**src/rtl/flash_status_pkg.sv**
```systemverilog
package flash_status_pkg;
  typedef enum logic [1:0] {
    OP_PROG   = 2'd0,
    OP_ERASE  = 2'd1,
    OP_SUSP   = 2'd2,
    OP_RESUME = 2'd3
  } op_e;

  typedef enum logic [2:0] {
    S_IDLE  = 3'd0,
    S_PROG  = 3'd1,
    S_ERASE = 3'd2,
    S_ESUSP = 3'd3,
    S_SPROG = 3'd4
  } st_e;

  localparam int BIT_POLL = 7;
  localparam int BIT_TGL  = 6;
  localparam int BIT_SECT = 2;

  function automatic logic is_busy(st_e s);
    return (s == S_PROG) || (s == S_ERASE) || (s == S_SPROG);
  endfunction
endpackage

```
**src/rtl/flash_op_seq.sv**
```systemverilog
module flash_op_seq
  import flash_status_pkg::*;
#(
  parameter int PROG_CYCLES  = 12,
  parameter int ERASE_CYCLES = 300
) (
  input  logic       clk,
  input  logic       rst,
  input  logic       cmd_valid,
  input  logic [1:0] cmd_op,
  input  logic       cmd_sel,
  input  logic       cmd_poll,
  output st_e        st,
  output logic       ready,
  output logic       prog_msb
);
  localparam int MAXC  = (PROG_CYCLES > ERASE_CYCLES) ? PROG_CYCLES : ERASE_CYCLES;
  localparam int CNT_W = $clog2(MAXC + 1);

  st_e              st_n;
  logic [CNT_W-1:0] prg_cnt;
  logic [CNT_W-1:0] ers_cnt;
  logic             prg_enter;
  logic             ers_enter;

  always_comb begin
    st_n = st;
    case (st)
      S_IDLE: begin
        if (cmd_valid && cmd_op == OP_PROG)       st_n = S_PROG;
        else if (cmd_valid && cmd_op == OP_ERASE) st_n = S_ERASE;
      end
      S_PROG:  if (prg_cnt == '0) st_n = S_IDLE;
      S_SPROG: if (prg_cnt == '0) st_n = S_ESUSP;
      S_ERASE: begin
        if (ers_cnt == '0)                             st_n = S_IDLE;
        else if (cmd_valid && cmd_op == OP_SUSP)       st_n = S_ESUSP;
      end
      S_ESUSP: begin
        if (cmd_valid && cmd_op == OP_RESUME)          st_n = S_ERASE;
        else if (cmd_valid && cmd_op == OP_PROG && !cmd_sel) st_n = S_SPROG;
      end
      default: st_n = S_IDLE;
    endcase
  end

  assign prg_enter = (st_n == S_PROG || st_n == S_SPROG) && !(st == S_PROG || st == S_SPROG);
  assign ers_enter = (st == S_IDLE) && (st_n == S_ERASE);

  always_ff @(posedge clk) begin
    if (rst) begin
      st       <= S_IDLE;
      ready    <= 1'b1;
      prg_cnt  <= '0;
      ers_cnt  <= '0;
      prog_msb <= 1'b0;
    end else begin
      st    <= st_n;
      ready <= !is_busy(st_n);
      if (prg_enter) begin
        prg_cnt  <= CNT_W'(PROG_CYCLES - 1);
        prog_msb <= cmd_poll;
      end else if ((st == S_PROG || st == S_SPROG) && prg_cnt != '0) begin
        prg_cnt <= prg_cnt - 1'b1;
      end
      if (ers_enter) begin
        ers_cnt <= CNT_W'(ERASE_CYCLES - 1);
      end else if (st == S_ERASE && ers_cnt != '0) begin
        ers_cnt <= ers_cnt - 1'b1;
      end
    end
  end
endmodule

```
**src/rtl/flash_read_toggle.sv**
```systemverilog
module flash_read_toggle (
  input  logic clk,
  input  logic rst,
  input  logic oe_n,
  input  logic busy,
  input  logic tgl2_en,
  output logic rd_stb,
  output logic t6,
  output logic t2,
  output logic t6_n,
  output logic t2_n
);
  logic oe_q;

  assign rd_stb = oe_q && !oe_n;
  assign t6_n   = t6 ^ (rd_stb && busy);
  assign t2_n   = t2 ^ (rd_stb && tgl2_en);

  always_ff @(posedge clk) begin
    if (rst) begin
      oe_q <= 1'b1;
      t6   <= 1'b0;
      t2   <= 1'b0;
    end else begin
      oe_q <= oe_n;
      t6   <= t6_n;
      t2   <= t2_n;
    end
  end
endmodule

```
**src/rtl/flash_status_mux.sv**
```systemverilog
module flash_status_mux
  import flash_status_pkg::*;
#(
  parameter int DATA_W = 8
) (
  input  logic              clk,
  input  logic              rst,
  input  logic              rd_stb,
  input  st_e               st,
  input  logic              addr_sel,
  input  logic              prog_msb,
  input  logic              t6_n,
  input  logic              t2_n,
  input  logic [DATA_W-1:0] array_rdata,
  output logic [DATA_W-1:0] dq
);
  logic [DATA_W-1:0] stat;
  logic [DATA_W-1:0] word;

  always_comb begin
    stat           = '0;
    stat[BIT_TGL]  = t6_n;
    stat[BIT_SECT] = t2_n;
    case (st)
      S_PROG, S_SPROG: stat[BIT_POLL] = !prog_msb;
      S_ERASE:         stat[BIT_POLL] = 1'b0;
      default:         stat[BIT_POLL] = 1'b1;
    endcase
  end

  always_comb begin
    case (st)
      S_PROG, S_SPROG, S_ERASE: word = stat;
      S_ESUSP:                  word = addr_sel ? stat : array_rdata;
      default:                  word = array_rdata;
    endcase
  end

  always_ff @(posedge clk) begin
    if (rst)         dq <= '0;
    else if (rd_stb) dq <= word;
  end
endmodule

```
**src/rtl/flash_status_gen.sv**
```systemverilog
module flash_status_gen
  import flash_status_pkg::*;
#(
  parameter int SECTORS      = 8,
  parameter int DATA_W       = 8,
  parameter int PROG_CYCLES  = 12,
  parameter int ERASE_CYCLES = 300
) (
  input  logic                       clk,
  input  logic                       rst,
  input  logic                       cmd_valid,
  input  logic [1:0]                 cmd_op,
  input  logic [$clog2(SECTORS)-1:0] cmd_sector,
  input  logic                       prog_poll_bit,
  input  logic [SECTORS-1:0]         erase_sel,
  input  logic [$clog2(SECTORS)-1:0] rd_sector,
  input  logic                       oe_n,
  input  logic [DATA_W-1:0]          array_rdata,
  output logic [DATA_W-1:0]          dq,
  output logic                       ready
);
  st_e  st;
  logic prog_msb;
  logic cmd_sel;
  logic addr_sel;
  logic busy;
  logic tgl2_en;
  logic rd_stb;
  logic t6, t2, t6_n, t2_n;

  assign cmd_sel  = erase_sel[cmd_sector];
  assign addr_sel = erase_sel[rd_sector];
  assign busy     = is_busy(st);
  assign tgl2_en  = addr_sel && (st == S_ERASE || st == S_ESUSP);

  flash_op_seq #(
    .PROG_CYCLES (PROG_CYCLES),
    .ERASE_CYCLES(ERASE_CYCLES)
  ) i_seq (
    .clk      (clk),
    .rst      (rst),
    .cmd_valid(cmd_valid),
    .cmd_op   (cmd_op),
    .cmd_sel  (cmd_sel),
    .cmd_poll (prog_poll_bit),
    .st       (st),
    .ready    (ready),
    .prog_msb (prog_msb)
  );

  flash_read_toggle i_tgl (
    .clk    (clk),
    .rst    (rst),
    .oe_n   (oe_n),
    .busy   (busy),
    .tgl2_en(tgl2_en),
    .rd_stb (rd_stb),
    .t6     (t6),
    .t2     (t2),
    .t6_n   (t6_n),
    .t2_n   (t2_n)
  );

  flash_status_mux #(
    .DATA_W(DATA_W)
  ) i_mux (
    .clk        (clk),
    .rst        (rst),
    .rd_stb     (rd_stb),
    .st         (st),
    .addr_sel   (addr_sel),
    .prog_msb   (prog_msb),
    .t6_n       (t6_n),
    .t2_n       (t2_n),
    .array_rdata(array_rdata),
    .dq         (dq)
  );
endmodule

```
**config.mk**
```make
export PLATFORM = sky130hd
export DESIGN_NAME = flash_status_gen
export DESIGN_NICKNAME = d
export VERILOG_FILES = /design/src/rtl/flash_status_pkg.sv /design/src/rtl/flash_op_seq.sv /design/src/rtl/flash_read_toggle.sv /design/src/rtl/flash_status_mux.sv /design/src/rtl/flash_status_gen.sv
export SDC_FILE = /design/constraint.sdc
export NUM_CORES = 1
export LEC_CHECK = 0
export ABC_AREA = 1
export ABC_CLOCK_PERIOD_IN_PS = 1600
export BUFFER_PORTS_ARGS = -buffer_cell sky130_fd_sc_hd__clkbuf_2
export CAP_MARGIN = 10
export CORE_ASPECT_RATIO = 1.4
export CORE_MARGIN = 2
export CORE_UTILIZATION = 50
export CTS_BUF_LIST = sky130_fd_sc_hd__clkbuf_4 sky130_fd_sc_hd__clkbuf_8 sky130_fd_sc_hd__clkbuf_16
export DETAILED_ROUTE_END_ITERATION = 10
export MAX_ROUTING_LAYER = met4
export PLACE_DENSITY = 0.82
export SYNTH_ARGS = -nofsm -noshare
export SYNTH_HDL_FRONTEND = slang
export SYNTH_HIERARCHICAL = 1
export SYNTH_SLANG_ARGS = --single-unit
```
**constraint.sdc**
```tcl
create_clock -name clk -period 1.6 [get_ports clk]
set_input_delay 0.48 -clock clk [delete_from_list [all_inputs] [get_ports clk]]
set_output_delay 0.48 -clock clk [all_outputs]
set_load 0.02 [all_outputs]
```
# ---- Word-level counts from Yosys, hierarchy flattened
# Cells that the tools add are included.
dict set report word_totals {
  mem_bits_rw 0
  romBits 0
  wordCells 84
  in_bits 29
  latch_bits 0
  mem_count 0
  ff_bits 34
}
dict set report classes {
  multipliers 0
  n_addsub 2
  n_lt_le_gt_ge 2
  n_mux 20
  n_bitwise 2
  n_eq_ne 10
  n_shift 0
  n_div 0
  n_reduce_logical 37
}
# operator count
set ops {}
lappend ops {{two-way mux 3 bit} 8}
lappend ops {{logical NOT 9 bit} 2}
lappend ops {{two-way mux 9 bit} 2}
lappend ops {{nonzero test 9 bit} 2}
lappend ops {{subtractor 9 x 1 -> 9 bit, second input constant} 2}
lappend ops {{case mux 8 bit (2 select lines)} 1}
lappend ops {{case mux 3 bit (5 select lines)} 1}
lappend ops {{logical AND 1 bit} 13}
lappend ops {{equality test 3 x 2 -> 1 bit, second input constant} 3}
lappend ops {{< comparator 3 x 4 -> 1 bit, second input constant} 2}
lappend ops {{two-way mux 4 bit} 2}
lappend ops {{two-way mux 8 bit} 1}
lappend ops {{logical OR 1 bit} 7}
lappend ops {{binary-select mux 1 bit (select 3 bit)} 2}
lappend ops {{equality test 3 x 1 -> 1 bit, second input constant} 2}
lappend ops {{equality test 3 bit, second input constant} 2}
lappend ops {{OR reduction 2 bit} 3}
lappend ops {{logical NOT 1 bit} 5}
lappend ops {{equality test 2 bit, second input constant} 2}
lappend ops {{nonzero test 2 bit} 2}
lappend ops {{logical NOT 3 bit} 1}
lappend ops {{OR reduction 3 bit} 1}
lappend ops {{equality test 2 x 1 -> 1 bit, second input constant} 1}
lappend ops {{logical NOT 2 bit} 1}
lappend ops {{3 further kinds} 5}

# ---- Logic depth before layout (Yosys ltp)
# Gate-level depths: netlist of the first run.
dict set report depth {
  word_depth 11
  depth_mapped 16
  mapped_depth_nobuf 16
}

# ---- By module
# Netlist of the first run, hierarchy kept.
# mod cells_per_inst area_per_inst_um2 instances
set by_module_without_submodules {}
lappend by_module_without_submodules {flash_op_seq 198 1333.8 1}
lappend by_module_without_submodules {flash_status_mux 60 439.2 1}
lappend by_module_without_submodules {flash_status_gen 49 210.2 1}
lappend by_module_without_submodules {flash_read_toggle 19 132.6 1}

# ---- Least setup slack after synthesis of the first run
# No wires, ideal clock.
dict set report synth_timing {
  kind {in2reg}
  startpoint {input port erase_sel[7]}
  endpoint {register i_seq.prg_cnt[7]}
  required_ns 1.485
  stages 13
  arrival_ns 1.572
  setup_slack_ns -0.087
  path_cell_list {inv_1 > nand2_1 > o211ai_1 > nand2_1 > nand2_1 > nand2_1 > nand3b_1 > a21oi_1 > nor2_1 > nor2_4 > nand3_4 > nand2_2 > nor2_1}
}
dict set report synth_via {
  elab_chain_cells 11
  word_cells_on_any_way 12
}
# element line_no
set synth_lines {}
lappend synth_lines {{from (decl)} flash_status_gen.sv:15} ;# input logic [SECTORS-1:0] erase_sel,
lappend synth_lines {{binary-select mux 1 bit (select 3 bit) (*)} flash_status_gen.sv:31} ;# assign cmd_sel = erase_sel[cmd_sector];
lappend synth_lines {{two-way mux 1 bit (not written as such) (*)} flash_status_gen.sv:31}
lappend synth_lines {{net cmd_sel} flash_status_gen.sv:24} ;# logic cmd_sel;
lappend synth_lines {{logical NOT 1 bit (*)} flash_op_seq.sv:41} ;# else if (cmd_valid && cmd_op == OP_PROG && !cmd_sel) st_n = S_SPROG;
lappend synth_lines {{logical AND 1 bit (*)} flash_op_seq.sv:41}
lappend synth_lines {{two-way mux 3 bit (*)} flash_op_seq.sv:41}
lappend synth_lines {{two-way mux 3 bit (*)} flash_op_seq.sv:40} ;# if (cmd_valid && cmd_op == OP_RESUME) st_n = S_ERASE;
lappend synth_lines {{case mux 3 bit (5 select lines) (*)} flash_op_seq.sv:28} ;# case (st)
lappend synth_lines {{equality test 3 x 1 -> 1 bit or equality test 3 bit (tied branches)} flash_op_seq.sv:47} ;# assign prg_enter = (st_n == S_PROG || st_n == S_SPROG) && !(st == S_PROG || st == S_SPROG);
lappend synth_lines {{logical OR 1 bit (*)} flash_op_seq.sv:47}
lappend synth_lines {{logical AND 1 bit (*)} flash_op_seq.sv:47}
lappend synth_lines {{OR reduction 2 bit (no source line) (*)} n/a}
lappend synth_lines {{to (signal assigned)} flash_op_seq.sv:61} ;# prg_cnt <= CNT_W'(PROG_CYCLES - 1);
lappend synth_lines {{to (signal assigned)} flash_op_seq.sv:64} ;# prg_cnt <= prg_cnt - 1'b1;
lappend synth_lines {{to (decl)} flash_op_seq.sv:21} ;# logic [CNT_W-1:0] prg_cnt;
# The timed path passes the listed nets; every way through them passes the cells marked *. The select of a mux whose other input is x is not followed.
# A chain may end at the register's enable or synchronous reset.

# ---- Worst setup path after layout of the first run
dict set report layout_timing {
  startpoint {input port cmd_sector[0]}
  endpoint {register i_seq.prg_cnt[2]}
}
dict set report layout_via {
  elab_chain_cells 11
  word_cells_on_any_way 12
}
# element line_no
set layout_lines {}
lappend layout_lines {{from (decl)} flash_status_gen.sv:13} ;# input logic [$clog2(SECTORS)-1:0] cmd_sector,
lappend layout_lines {{binary-select mux 1 bit (select 3 bit) (*)} flash_status_gen.sv:31}
lappend layout_lines {{two-way mux 1 bit (not written as such) (*)} flash_status_gen.sv:31}
lappend layout_lines {{net cmd_sel} flash_status_gen.sv:24}
lappend layout_lines {{logical NOT 1 bit (*)} flash_op_seq.sv:41}
lappend layout_lines {{logical AND 1 bit (*)} flash_op_seq.sv:41}
lappend layout_lines {{two-way mux 3 bit (*)} flash_op_seq.sv:41}
lappend layout_lines {{two-way mux 3 bit (*)} flash_op_seq.sv:40}
lappend layout_lines {{case mux 3 bit (5 select lines) (*)} flash_op_seq.sv:28}
lappend layout_lines {{equality test 3 x 1 -> 1 bit or equality test 3 bit (tied branches)} flash_op_seq.sv:47}
lappend layout_lines {{logical OR 1 bit (*)} flash_op_seq.sv:47}
lappend layout_lines {{logical AND 1 bit (*)} flash_op_seq.sv:47}
lappend layout_lines {{OR reduction 2 bit (no source line) (*)} n/a}
# Marked as above.

==> results of run 1 <==
sequential cells by signal, indices dropped and copies added (netlist names):
name            cells
i_seq/ers_cnt       9
i_tgl/t2            1
i_tgl/oe_q          1
i_seq/prog_msb      1
i_tgl/t6            1
i_mux/dq            8
i_seq/st            3
i_seq/prg_cnt       9
i_seq/ready         1
power groups by stage:
stage	logic (mW)	registers, mW	clock network [mW]
2_1_floorplan	0.710	1.07	0
3_3_place_gp	0.999	1.04	0
3_5_place_dp	1.02	1.05	0
4_1_cts	1.07	1.03	0.679
5_1_grt	1.33	1.05	0.712
6_report	1.18	1.04	0.650
final cells by class:
| cell class | count | area [sq um] | area share (%) |
|---|---|---|---|
| multi-input combinational | 225 | 1260 | 44.9 |
| clock inverter | 2 | 12.5 | 0.446 |
| clock buffer | 6 | 82.6 | 2.95 |
| timing repair buffer | 70 | 460 | 16.4 |
| sequential | 34 | 684 | 24.4 |
| tap | 45 | 56.3 | 2.01 |
| inverter | 65 | 249 | 8.88 |
worst paths after layout:
kind	start	to	slack, ns	cells after the start
setup / recovery	cmd_sector[0]	i_seq/prg_cnt[2]$_SDFFE_PP0P_	-0.09	13
hold / removal	oe_n	i_tgl/oe_q$_SDFF_PP1_	0.42	2
setup reg to reg	i_seq/prg_cnt[1]$_SDFFE_PP0P_	i_seq/prg_cnt[2]$_SDFFE_PP0P_	-0.05	12
hold reg to reg	i_seq/prg_cnt[5]$_SDFFE_PP0P_	i_seq/prg_cnt[5]$_SDFFE_PP0P_	0.47	2
metal layers:
| metal | global-route usage (%) | part of all wire (%) |
|---|---|---|
| met1 | 20.0 | 40 |
| met2 | 38.0 | 55 |
| met3 | 4.62 | 3.0 |
| met4 | 7.95 | 1.4 |
| met5 | - | 0 |
cell families (layout without fill, tap and decap cells):
| family | Yosys count | in the layout | share of synthesized area, % |
|---|---|---|---|
| flops | 34 | 34 | 32.2 |
| xor+xnor | 9 | 9 | 3.73 |
| buf+inv | 67 | 143 | 12.1 |
| simple gates | 171 | 171 | 38.4 |
| fa+ha+maj | 4 | 4 | 2.37 |
| compound gates | 41 | 41 | 11.3 |
through the flow:
step | setup slack, ns | hold WS (ns) | TNS [ns] | power, mW | util (%)
after floorplan | -0.0408 | 0.441 | -0.307 | 1.78 | -
after detailed placement | -0.358 | 0.454 | -4.51 | 2.07 | 61.3
after global placement | -0.287 | 0.450 | -3.78 | 2.04 | 61.3
after CTS | -0.0512 | 0.409 | -0.316 | 2.77 | 65.1
final | -0.0885 | 0.418 | -0.709 | 2.87 | 67.8
after global routing | -0.231 | 0.410 | -2.71 | 3.09 | 67.8
layout by cell type (no fill, tap or decap):
cell	instances
sky130_fd_sc_hd__nor2_1	34
sky130_fd_sc_hd__buf_6	2
sky130_fd_sc_hd__nor2_4	1
sky130_fd_sc_hd__nor3b_2	1
sky130_fd_sc_hd__nand2_4	1
sky130_fd_sc_hd__a21oi_2	8
sky130_fd_sc_hd__nand3_2	4
sky130_fd_sc_hd__nor2_2	6
sky130_fd_sc_hd__o21ai_0	10
sky130_fd_sc_hd__a31oi_2	1
sky130_fd_sc_hd__or2_1	1
sky130_fd_sc_hd__o21ai_2	1
sky130_fd_sc_hd__nand3_1	24
sky130_fd_sc_hd__clkbuf_16	1
sky130_fd_sc_hd__buf_4	31
sky130_fd_sc_hd__ha_4	1
sky130_fd_sc_hd__o211ai_1	4
sky130_fd_sc_hd__xnor2_1	4
sky130_fd_sc_hd__clkinvlp_4	1
sky130_fd_sc_hd__o21ai_1	2
sky130_fd_sc_hd__nand3b_1	2
sky130_fd_sc_hd__a21oi_1	15
sky130_fd_sc_hd__clkinv_2	1
sky130_fd_sc_hd__dfxtp_2	3
sky130_fd_sc_hd__inv_2	6
sky130_fd_sc_hd__clkbuf_2	36
sky130_fd_sc_hd__inv_1	57
sky130_fd_sc_hd__clkbuf_8	6
sky130_fd_sc_hd__nand2_1	75
sky130_fd_sc_hd__ha_1	3
sky130_fd_sc_hd__nand2_2	8
sky130_fd_sc_hd__nor3_2	2
sky130_fd_sc_hd__nand4_2	1
sky130_fd_sc_hd__inv_4	2
sky130_fd_sc_hd__nand4_1	7
sky130_fd_sc_hd__xor2_1	5
sky130_fd_sc_hd__nand3_4	4
sky130_fd_sc_hd__dfxtp_1	31
what timing repair did:
| action | CTS | global route |
|---|---|---|
| gates resized for setup | 7 | 20 |
| setup endpoints to repair | 9 | 18 |
| hold buffers | 0 | 0 |
| pin swaps | 10 | 3 |
| buffers inserted | 4 | 7 |
critical path: stages:
cell                        delay (ns)
sky130_fd_sc_hd__clkbuf_16        0.13
sky130_fd_sc_hd__o211ai_1         0.17
sky130_fd_sc_hd__nand2_1          0.07
sky130_fd_sc_hd__nand2_1          0.06
sky130_fd_sc_hd__nand2_1          0.04
sky130_fd_sc_hd__nand3b_1         0.20
sky130_fd_sc_hd__nand2_1          0.09
sky130_fd_sc_hd__nand2_1          0.06
sky130_fd_sc_hd__nor2_2           0.15
sky130_fd_sc_hd__nand3_2          0.13
sky130_fd_sc_hd__nand3_4          0.12
sky130_fd_sc_hd__nand2_4          0.09
sky130_fd_sc_hd__a21oi_2          0.11
==> summary.md, run 1 <==
STA classifies the critical path startpoint as a primary input. 0 antenna diodes ended up in the layout. After technology mapping, the gate count stands at 326.

Per report_power, the combinational group accounts for 41.2% of the total. Floorplan die width: 59.0 um. The sequential-to-total area share from yosys stat is 32.2%. The synthesized netlist occupies a cell area of 2120 sq um. Data arrives at the worst endpoint at 1.90 ns. The synthesized netlist contains 30 unique library cells. Data on the critical path is required at its endpoint by 1.82 ns. Cell type with the largest total area after synthesis: sky130_fd_sc_hd__dfxtp_1. Across all layers, the routed design uses 2223 vias.

The total I/O pin count came out at 38. Port buffering added 37 buffers. The count of final hold-check violations was 0; the H-tree depth was 2. Summed over all layers, the global routing overflow is 0. The first global-routing pass estimated 7550 um of wire. Fraction of post-synthesis cell area in the top cell type by area: 32.2%. The number of DRC markers in iteration 0 came out at 76.

At the end of the flow, the number of nets in the layout was 434. Of the total power, the share spent switching nets is 36.9%. Along the worst path, the maximum fanout reaches 8. Synthesis produced a netlist with a net count of 359. The run gives 1.06 mW as the power spent charging and discharging nets. Total placed cells including tap cells: 430. sky130_fd_sc_hd__nand2_1 is the most common cell in the netlist. The tree built by TritonCTS fans out to 34 sinks. After layout, the worst path uses 106% of the clock period. The die is 81.0 um tall. The routed design has 4630 um of wire. For this run, the top clock speed supported by timing is 0.592 GHz. In this run the static leakage power is 1.44 nW. The maximum number of pins on one net before global-route repair was 17. The final non-filler cell area is 2800 sq um, and the share of post-route cells with drive strength above 1 is 31.8%. The die covers 4780 sq um. The run gives 7 as the first-pass detailed-route iteration total. The checks that failed: DRC, setup timing. By area the synthesized netlist is led by sky130_fd_sc_hd__dfxtp_1, sky130_fd_sc_hd__nand2_1, sky130_fd_sc_hd__inv_1. In this run the remaining antenna-violating nets after routing total 0.

The initial standard-cell utilization of the core is 51.2%. Excluding fillers, the count of instances in the completed layout stands at 447. IR analysis of the VDD net gives a maximum drop of 0.696 mV. By startpoint and endpoint, the worst setup path is classified as primary input to flip-flop. The total placed instance area is 2530 sq um, and the number of enable-type register cells in the synthesized netlist is 0. The commonest cells after synthesis are sky130_fd_sc_hd__nand2_1, sky130_fd_sc_hd__inv_1, sky130_fd_sc_hd__nor2_1. Cell internal power was estimated by the tool at 1.81 mW.

Setup violations remaining at the end of the flow were counted as 13. The Yosys step of the flow raised 6 warnings. Setup repair after global routing could not meet its margin everywhere. Final critical-path setup slack: -0.0885 ns.

After clock tree synthesis, the clock-pin slew on the worst setup and hold paths is 0.07 ns. The worst-margin pin slew came out at 0.282 ns. The share of total power dissipated in the clock network is 22.7%. Across the run, the number of max-cap violations was 0. The run finished, with violations left. In the routed design, unresolved DRC markers number 3. For this design the ratio of total power to cell area is 1020 nW/um^2.

Post-synthesis area per instance: 6.49 sq um. In the final routed layout, each cell accounts on average for 10.4 um. Initial antenna violation count: 0.

The final-report max-slew violation count is 0, and the async set-or-reset flop fraction in the synthesized netlist is 0%. For the worst-skew pair, the clock arrives at the later sink with an insertion delay of 0.28 ns. Using the TritonRoute via totals, the vias-per-cell ratio works out to 4.97. The min-delay analysis places its worst path in the category primary input to flip-flop. Clock skew on the completed layout was measured at 0.00700 ns.

After synthesis the netlist holds a flip-flop and latch count of 34. In this run the tightest slew margin relative to its limit is 81.1%. After floorplanning, the core was sized to cover 4130 sq um. Clock tree root buffer cell: sky130_fd_sc_hd__clkbuf_8. Global routing consumed, over all layers together, 20.4% of the routing resources.

For the last weighted congestion value of the routability-driven placer, the log shows 0.874. The worst setup path is captured at a flip-flop. The deepest clock path buffer count is 2, and the post-layout minimum cycle time is 1.69 ns.

Number of global-route vias before repair: 2024. The number of clock buffers added by TritonCTS is 5. Proportion of power drawn by flip-flops and latches: 36.1%. The area growth from synthesis to layout is 32.5%. The wire-length estimate of the detail-placed layout is 3460 um. TritonCTS built the clock tree.

In this run the core area contains 28 standard-cell rows. Count of filler cells inserted in the layout: 363. In the synthesized netlist the dominant register cell turns out to be sky130_fd_sc_hd__dfxtp_1.
(Power assumes the default switching activity.)
==> inputs of run 2 (changes only) <==
- BUFFER_PORTS_ARGS: -buffer_cell sky130_fd_sc_hd__clkbuf_2 -> -buffer_cell sky130_fd_sc_hd__buf_2
- PLACE_DENSITY: 0.82 -> 0.76
==> run 2 against run 1 <==
  * Die area unchanged
  * Global-route usage increased by 2.9 points
  * First-iteration DRC count increased by 47%
  * Wire length increased by 18%
  * Sequential share of layout area decreased by 0.61 points
  * Critical path depth decreased by 1
  * Largest cell class unchanged
  * Utilization increased by 1.7 points
  * Power increased by 15%
  * Fmax decreased by 3.2%
  * Sequential power about the same
  * The run still ends with DRC, setup timing left
==> summary.md, run 2 (synthesized netlist as in run 1, its figures left out) <==
The flow ran to the end, but the final reports show violations. The final reports fail on DRC, setup timing. The final-report max-slew violation count is 0, and the HPWL after detailed placement is 3600 um. For this run, the slowest stage of the critical path takes 0.34 ns. The die covers 4780 sq um.

The H-tree depth was 2. The worst setup path is launched from a flip-flop. Slowest cell on the critical path: sky130_fd_sc_hd__dfxtp_2.

Number of buffers added on ports: 37. The library cell used most frequently in the layout, excluding fill and tap cells, is sky130_fd_sc_hd__nand2_1. Data on the critical path arrives at its endpoint at 1.93 ns. Setup repair after global routing could not meet its margin everywhere. The family with the most delay on the worst path was simple AND/OR/NAND/NOR gates.

Height of the die: 81.0 um. Entering global routing, the biggest net connects 17 pins. The placeable core area was 4130 sq um. For the total vias in the final route, the log shows 2282. In the layout the commonest cells are sky130_fd_sc_hd__nand2_1, sky130_fd_sc_hd__inv_1, sky130_fd_sc_hd__buf_2. The worst-margin pin slew was 0.300 ns. In the final layout, the registers with the most flip-flops are i_seq/ers_cnt (9), i_seq/prg_cnt (9), i_mux/dq (8). No sink is reached through more buffers than the 2 on the longest clock path. The tools report the worst relative slew slack as 79.8%. Across the run, the number of max-cap violations was 0.

For the worst-skew pair, the clock arrives at the later sink with an insertion delay of 0.30 ns. The signed area change from the synthesized netlist to the final layout is 35.8%. The logs give 1.44 nW for the reported leakage power and 0.0106 ns for the setup skew after layout. In this run the remaining antenna-violating nets after routing total 0. The worst path uses 109% of the clock period. For the fmax, the log shows 0.573 GHz. The post-CTS clock slew at the launch and capture registers of the worst setup and hold paths came out at 0.08 ns. Once the floorplan was initialized, standard cells occupied 51.2% of the core. The clock tree root buffer cell was sky130_fd_sc_hd__clkbuf_8. The last weighted congestion value of the routability-driven placer is 0.812.

Walking the worst path, the cells encountered are inv_2 > ha_4 > inv_2 > nor2_1 > nand4_1 > nand2_2 > nand3_2 > nor2_4 > buf_6 > nand4_1 > nand2_1 > nor2_1. 38 I/O pins were placed. The worst setup path is of the flip-flop to flip-flop kind.

The routed design could run at a clock period as short as 1.74 ns. Measured along the x axis, the die boundary spans 59.0 um. After routing the design area is 2870 sq um.

The biggest fanout along the worst timing path was 3; the first-pass detailed-route iteration total was 7. The tools report the post-layout net count as 433. Clock tree synthesis inserted a total of 5 buffers.

The total placed cells including tap cells came out at 427. Total buffers and inverters traversed by the critical path: 3. Count of unresolved DRC violations after routing: 4. The overflow left after global routing was 0; the power density over the cells was 1150 nW/um^2. The share of post-route cells with drive strength above 1 is 34.7%. In the final routed layout, each cell accounts on average for 12.3 um.

TritonCTS built the clock tree. The number of diodes was 0; the number of global-route vias before repair was 2187. In this run, the number of DRC markers left after iteration 0 of detailed routing was 112.

The worst setup path is captured at a flip-flop. Row count: 28. The finished layout holds 446 standard cells, fillers aside. Counting every sink on the clock net gives 34. Using the TritonRoute via totals, the vias-per-cell ratio works out to 5.12. Setup violations remaining at the end of the flow were counted as 14. The final critical-path setup slack is -0.144 ns. IR analysis of the VDD net gives a maximum drop of 1.05 mV. Hold is met by 0.408 ns. Class of the tightest hold or removal check: primary input to flip-flop.

The first global-routing pass estimated 8510 um of wire. For this block, the routed nets add up to 5480 um of wire. The overall routing resource usage is 23.3%, and the worst path required time is 1.79 ns. The initial antenna violation count was 0; the total placed instance area was 2510 sq um. The tools report the count of final hold-check violations as 0.
[run 2: timing repair]
action                                  CTS  global route
gates resized for setup                  11            33
hold buffers                              0             0
endpoints found under the setup margin   10            18
setup buffers                             5             7
pin swaps                                 8            21
[run 2: power by group]
| part | switching, mW | leakage (nW) | internal [mW] |
|---|---|---|---|
| combinational | 0.742 | 1.09 | 0.554 |
| clock | 0.340 | 0.0683 | 0.624 |
| sequential | 0.0805 | 0.280 | 0.958 |
[run 2: cell type report]
type | instances | area [sq um]
multi-input combinational | 225 | 1300
fill | 358 | 1260
sequential | 34 | 684
timing repair buffer | 69 | 447
inverter | 65 | 251
clock buffer | 5 | 68.8
clock inverter | 3 | 68.8
tap | 45 | 56.3
[run 2: final timing paths]
kind	startpoint	end	slack (ns)	cells past startpoint
min reg2reg	i_seq/prg_cnt[5]$_SDFFE_PP0P_	i_seq/prg_cnt[5]$_SDFFE_PP0P_	0.49	2
min	oe_n	i_tgl/oe_q$_SDFF_PP1_	0.41	2
max reg2reg	i_seq/ers_cnt[0]$_SDFFE_PP0P_	i_seq/prog_msb$_SDFFE_PP0P_	-0.14	12
max	i_seq/ers_cnt[0]$_SDFFE_PP0P_	i_seq/prog_msb$_SDFFE_PP0P_	-0.14	12
[run 2: per-layer routing]
| metal | part of all wire (%) | routed length (um) | up-vias | global-route usage, % |
|---|---|---|---|---|
| li1 | - | - | 1169 | - |
| met1 | 38 | 2110 | 1036 | 22.8 |
| met2 | 54 | 2980 | 61 | 44.6 |
| met3 | 3.9 | 214 | 16 | 4.14 |
| met4 | 3.2 | 174 | 0 | 8.41 |
| met5 | 0 | 0 | - | - |
[run 2: per-stage QoR]
step           TNS, ns  util [%]  power, mW  setup WS (ns)
2_1_floorplan   -0.307         -       1.78        -0.0408
3_3_place_gp     -3.61      60.7       2.05         -0.279
3_5_place_dp     -4.43      60.7       2.08         -0.326
4_1_cts         -0.189      65.5       3.13        -0.0316
5_1_grt          -2.85      69.5       3.50         -0.269
6_report         -1.24      69.5       3.30         -0.144
